File: src/rtl/psr_pkg.sv
package psr_pkg;
    typedef enum logic [1:0] {
        OP_HOLD  = 2'd0,
        OP_CLEAR = 2'd1,
        OP_LOAD  = 2'd2,
        OP_SHIFT = 2'd3
    } chain_op_e;
endpackage

File: src/rtl/psr_hold_reg.sv
module psr_hold_reg #(
    parameter int WIDTH = 8
) (
    input  logic             clk,
    input  logic             rst_n,
    input  logic             cap_stb,
    input  logic [WIDTH-1:0] par_in,
    output logic [WIDTH-1:0] stored,
    output logic [WIDTH-1:0] fwd_word
);
    always_ff @(posedge clk) begin
        if (!rst_n)
            stored <= '0;
        else if (cap_stb)
            stored <= par_in;
    end

    // a word captured this cycle bypasses straight to the chain
    always_comb begin
        fwd_word = cap_stb ? par_in : stored;
    end

    AST_CAPTURE: assert property (@(posedge clk) disable iff (!rst_n)
        cap_stb |=> stored == $past(par_in));
    AST_KEEP_WORD: assert property (@(posedge clk) disable iff (!rst_n)
        !cap_stb |=> $stable(stored));
endmodule

File: src/rtl/psr_op_decode.sv
module psr_op_decode
    import psr_pkg::*;
(
    input  logic      ld_n,
    input  logic      clr_n,
    input  logic      shf_stb,
    output chain_op_e op
);
    always_comb begin
        unique case ({clr_n, ld_n})
            2'b00:   op = OP_CLEAR;  // clear wins over load
            2'b01:   op = OP_CLEAR;
            2'b10:   op = OP_LOAD;   // shift strobe ignored
            default: op = shf_stb ? OP_SHIFT : OP_HOLD;
        endcase
    end
endmodule

File: src/rtl/psr_shift_chain.sv
module psr_shift_chain
    import psr_pkg::*;
#(
    parameter int WIDTH = 8
) (
    input  logic             clk,
    input  logic             rst_n,
    input  chain_op_e        op,
    input  logic [WIDTH-1:0] fwd_word,
    input  logic             ser_in,
    output logic [WIDTH-1:0] chain
);
    always_ff @(posedge clk) begin
        if (!rst_n) begin
            chain <= '0;
        end else begin
            unique case (op)
                OP_HOLD:  chain <= chain;
                OP_CLEAR: chain <= '0;
                OP_LOAD:  chain <= fwd_word;
                OP_SHIFT: chain <= {chain[WIDTH-2:0], ser_in};
                default:  chain <= chain;
            endcase
        end
    end

    AST_SHIFT_STEP: assert property (@(posedge clk) disable iff (!rst_n)
        op == OP_SHIFT |=> chain == {$past(chain[WIDTH-2:0]), $past(ser_in)});
    AST_HOLD_STABLE: assert property (@(posedge clk) disable iff (!rst_n)
        op == OP_HOLD |=> $stable(chain));
    AST_CLEAR_ZERO: assert property (@(posedge clk) disable iff (!rst_n)
        op == OP_CLEAR |=> chain == '0);
    AST_LOAD_WORD: assert property (@(posedge clk) disable iff (!rst_n)
        op == OP_LOAD |=> chain == $past(fwd_word));
endmodule

File: src/rtl/psr_top.sv
module psr_top
    import psr_pkg::*;
#(
    parameter int WIDTH = 8
) (
    input  logic             clk,
    input  logic             rst_n,
    input  logic             cap_stb,
    input  logic [WIDTH-1:0] par_in,
    input  logic             ld_n,
    input  logic             clr_n,
    input  logic             shf_stb,
    input  logic             ser_in,
    output logic             ser_out
);
    localparam int TOP = WIDTH - 1;

    logic [WIDTH-1:0] stored;
    logic [WIDTH-1:0] fwd_word;
    logic [WIDTH-1:0] chain;
    chain_op_e        op;

    psr_hold_reg #(.WIDTH(WIDTH)) u_hold (
        .clk(clk), .rst_n(rst_n), .cap_stb(cap_stb), .par_in(par_in),
        .stored(stored), .fwd_word(fwd_word)
    );

    psr_op_decode u_dec (
        .ld_n(ld_n), .clr_n(clr_n), .shf_stb(shf_stb), .op(op)
    );

    psr_shift_chain #(.WIDTH(WIDTH)) u_chain (
        .clk(clk), .rst_n(rst_n), .op(op), .fwd_word(fwd_word),
        .ser_in(ser_in), .chain(chain)
    );

    assign ser_out = chain[TOP];

    AST_THRU_SAME_CYCLE: assert property (@(posedge clk) disable iff (!rst_n)
        (clr_n && !ld_n && cap_stb) |=> ser_out == $past(par_in[TOP]));
    AST_CLR_WINS: assert property (@(posedge clk) disable iff (!rst_n)
        (!clr_n && !ld_n) |=> ser_out == 1'b0);
    AST_LD_BLOCKS_SHIFT: assert property (@(posedge clk) disable iff (!rst_n)
        (clr_n && !ld_n && shf_stb && !cap_stb) |=> ser_out == $past(stored[TOP]));
endmodule

File: config.mk
export PLATFORM = sky130hd
export DESIGN_NAME = psr_top
export DESIGN_NICKNAME = d
export VERILOG_FILES = /design/src/rtl/psr_pkg.sv /design/src/rtl/psr_hold_reg.sv /design/src/rtl/psr_op_decode.sv /design/src/rtl/psr_shift_chain.sv /design/src/rtl/psr_top.sv
export SDC_FILE = /design/constraint.sdc
export NUM_CORES = 1
export LEC_CHECK = 0
export BUFFER_PORTS_ARGS = -buffer_cell sky130_fd_sc_hd__buf_2
export CAP_MARGIN = 15
export CORE_MARGIN = 3
export CORE_UTILIZATION = 25
export CTS_CLUSTER_DIAMETER = 100
export DETAILED_ROUTE_END_ITERATION = 6
export PLACE_DENSITY = 0.4
export SKIP_LAST_GASP = 1
export SYNTH_ARGS = -nofsm -noshare
export SYNTH_HDL_FRONTEND = slang
export SYNTH_SLANG_ARGS = --single-unit
File: constraint.sdc
create_clock -name clk -period 1.2 [get_ports clk]
set_input_delay 0.06 -clock clk [delete_from_list [all_inputs] [get_ports clk]]
set_output_delay 0.06 -clock clk [all_outputs]
set_load 0.02 [all_outputs]
# [After elaboration in Yosys (flattened, before gate mapping)]
# Cells that the tools add are included.
[totals] register_bits=16 output_inout_bits=1 word_cells=14
[classes] eq_ne=5 n_mux=4 n_reduce_logical=3
[ops] cell="case mux 8 bit (3 select lines)" n=1
[ops] cell="two-way mux 8 bit" n=1
[ops] cell="equality test 2 bit, second input constant" n=3
[ops] cell="equality test 2 x 1 -> 1 bit, second input constant" n=2
[ops] cell="zero test 2 bit" n=2
[ops] cell="case mux 2 bit (2 select lines)" n=1
[ops] cell="two-way mux 2 bit" n=1
[ops] cell="OR reduction 2 bit" n=1

# [Logic depth before layout (Yosys ltp)]
[depth] word_depth=5 ltp_mapped=3

# [Cells and area by module]
# A second synthesis with hierarchy kept.
[unflattened] hier_cells=66 area_unflattened_um2=739.5
[modules_own_cells] mod="psr_shift_chain" n_inst=1 cells_each=37 area_each_um2=376.6 seq_area_each_um2=160.2
[modules_own_cells] mod="psr_hold_reg" n_inst=1 cells_each=25 area_each_um2=344.1 seq_area_each_um2=160.2
[modules_own_cells] mod="psr_op_decode" n_inst=1 cells_each=4 area_each_um2=18.8 seq_area_each_um2=0.0

# [Worst setup path before layout]
# No wires, ideal clock.
[synth_path] path_kind="register -> register" from="register u_chain.chain[7] (netlist name)" to="register u_chain.chain[7]" t_arrival_ns=0.617 t_required_ns=1.125 setup_slack_ns=0.507 path_stages_with_launch=3 path_buffers=0 synth_period_minus_slack_ns=0.693 cell_sequence="dfxtp_1 mux2i_1 o22ai_1"
[synth_lines] element="end signal, assigned" line="psr_shift_chain.sv:18" rtl="OP_HOLD: chain <= chain;"
[synth_lines] element="end signal, assigned" line="psr_shift_chain.sv:20" rtl="OP_LOAD: chain <= fwd_word;"
[synth_lines] element="end signal, assigned" line="psr_shift_chain.sv:21" rtl="OP_SHIFT: chain <= {chain[WIDTH-2:0], ser_in};"
[synth_lines] element="end, declared" line="psr_shift_chain.sv:11" rtl="output logic [WIDTH-1:0] chain"

# [Final worst setup path]
[layout_path] from="register u_chain.chain[7]" to="output port ser_out"
[layout_lines] element="end, declared" line="psr_top.sv:14" rtl="output logic ser_out"
# No word-level cell between the ends.

==> run metrics <==
outcome complete, no violations; endpoints failing setup 0; Hold Buf Count CTS 0; Synth Net Count 68; clock latency at the later pin of the worst-skew pair 0.27 ns; skew final 0.00393 ns; clock sink total 16; minimum period implied by the final worst setup slack 0.823 ns; critical path data required time 1.14 ns; initial drt markers 7; crit-path max cell delay 0.33 ns; total half-perimeter wirelength after legalization and detailed placement 807 microns; layer with the highest usage after global routing met1; count of buffering cells on the critical path with inverters included 1; TritonRoute pass-1 iters 2; peak supply drop 0.545 mV; total global routing overflow 0; total die area 3150 sq um; cell type group with the largest total delay on the critical path flip-flops; number of antenna diodes 0; Worst Hold Margin 0.0574 ns; mean cell area of the mapped netlist 11.9 sq um; top fanout value on the critical path 2; number of instances in the synthesized netlist 53; count of vias placed by the detailed router 418; Setup Total Neg Slack 0 ns; largest net degree at the start of global routing 11; Pwr per Cell Area 1270 nW/um^2; number of buffers added by the clock tree synthesis step 3; worst-path cell with the longest stage delay dfxtp_1; met1 Track Usage GR 11.3%; achievable clock frequency 1.22 GHz; ratio of final minimum period to clock period 68.5%; maximum capacitance violations 0; RSZ-0062 raised after global routing false; Final WS setup 0.377 ns; number of antenna violations at the first check in global routing 0; classification of the worst setup path reg -> out; clock transition at the register clock pins on the worst setup and hold paths after CTS 0.09 ns; Placeable Area 2300 sq um; M3 GR Usage 2.55%; Synth warnings 0; cell depth of the worst hold path 3; type of element capturing the critical path output port; drc violations 0; global router's overall resource usage 8.33%; setup repair bufs after CTS 0; number of synthesized register bits 16; multi-input gate area in the final layout 282 sq um; cell breakdown of the critical path buf_2; number of vias per cell 4.35; cell count along the critical path 1; via count of the first global-routing pass 447; remaining antenna violation count 0; global-route met2 utilization 10.9%; classification of the worst-slack hold path in -> reg; Longest Clk Path Bufs 2; effective utilization at floorplan 27.3%; share of layout cells above drive strength 1 29.4%; worst setup slack after placement 0.362 ns; count of nets after finishing 85; startpoint type of the worst setup path flop; fill cell count 252; Worst Max-Slew Pin Slew 0.248 ns; Chip Height 56.1 microns; number of port buffers 15; H-Tree Depth 1; Row Count 17; worst path arrival time 0.76 ns; footprint of the flip-flops and latches 320 sq um; Layout Area Growth over Synthesis 16.9%; routability cong. 0.588; Mapped Area 628 sq um; cell chosen for the clock root clkbuf_4; share of the yosys chip area belonging to registers 51.0%; standby leakage power 0.000323 uW; commonest non-fill, non-tap cells in the layout 16 x mux2i_1, 16 x dfxtp_1, 15 x buf_2, 8 x nor2b_1, 8 x o22ai_1; WL final 1.13 mm; TritonCTS clock tree built; Resized cells post-CTS 0; Pins Over Slew Limit 0; ports placed on the boundary 16; final hold viol count 0; FF-to-FF path depth 2; max_slew headroom 83.5%; horizontal extent of the die 56.1 microns; first-pass GRT wire length 1.97 mm; DR WL/cell 11.7 microns; Unique masters post-synth 8
[metrics by stage]
step | util [%] | instance area (sq um) | std cells | power [uW]
3_5_place_dp | 31.0 | 712 | 93 | 679
4_1_cts | 32.0 | 734 | 96 | 952
3_3_place_gp | 31.0 | 712 | 93 | 679
2_1_floorplan | - | 628 | 53 | 648
5_1_grt | 32.0 | 734 | 96 | 979
6_report | 32.0 | 734 | 96 | 931
[cells in the mapped netlist (all sizes together)]
cell / n / area share (%)
nor2b: 8 / 8.0
o22ai: 8 / 8.0
mux2i: 16 / 25
buf: 3 / 4.2
nand3: 1 / 1.6
nand3b: 1 / 1.8
dfxtp: 16 / 51
[worst paths after layout]
| check | start | to | slack (ns) |
|---|---|---|---|
| max | u_chain.chain[7] | ser_out | 0.38 |
| min | ser_in | u_chain.chain[0] | 0.06 |
| max reg2reg | u_hold.stored[3] | u_chain.chain[3] | 0.50 |
| min reg2reg | u_hold.stored[4] | u_hold.stored[4] | 0.51 |
[metal layers]
metal	part of all wire, %	routed length, microns
met2	38	432
met4	1.2	13
met1	54	604
met3	6.6	74
met5	0	0
[cell families after synthesis]
kind of cell	Yosys count	share of synthesized area (%)
AO/OA/AOI/OAI	8	7.97
buffers and inverters	3	4.18
flip-flops	16	51.0
multiplexers	16	25.5
AND/OR/NAND/NOR	10	11.4
[registers in the layout (all words and copies together), names as in the netlist]
register       cells
u_chain.chain      8
u_hold.stored      8
[area by class of cell]
| class | instances | share of cell area, % |
|---|---|---|
| multi-input combinational | 34 | 38.3 |
| sequential | 16 | 43.6 |
| tap | 28 | 4.77 |
| clock buffer | 3 | 3.07 |
| timing repair buffer | 15 | 10.2 |
[power by group]
group | internal, uW | total [uW] | switching (uW)
combinational | 52.1 | 103 | 50.4
clock | 116 | 266 | 150
sequential | 555 | 562 | 7.67
total | 723 | 931 | 208
Note: power is estimated with default switching activity, not from simulation.
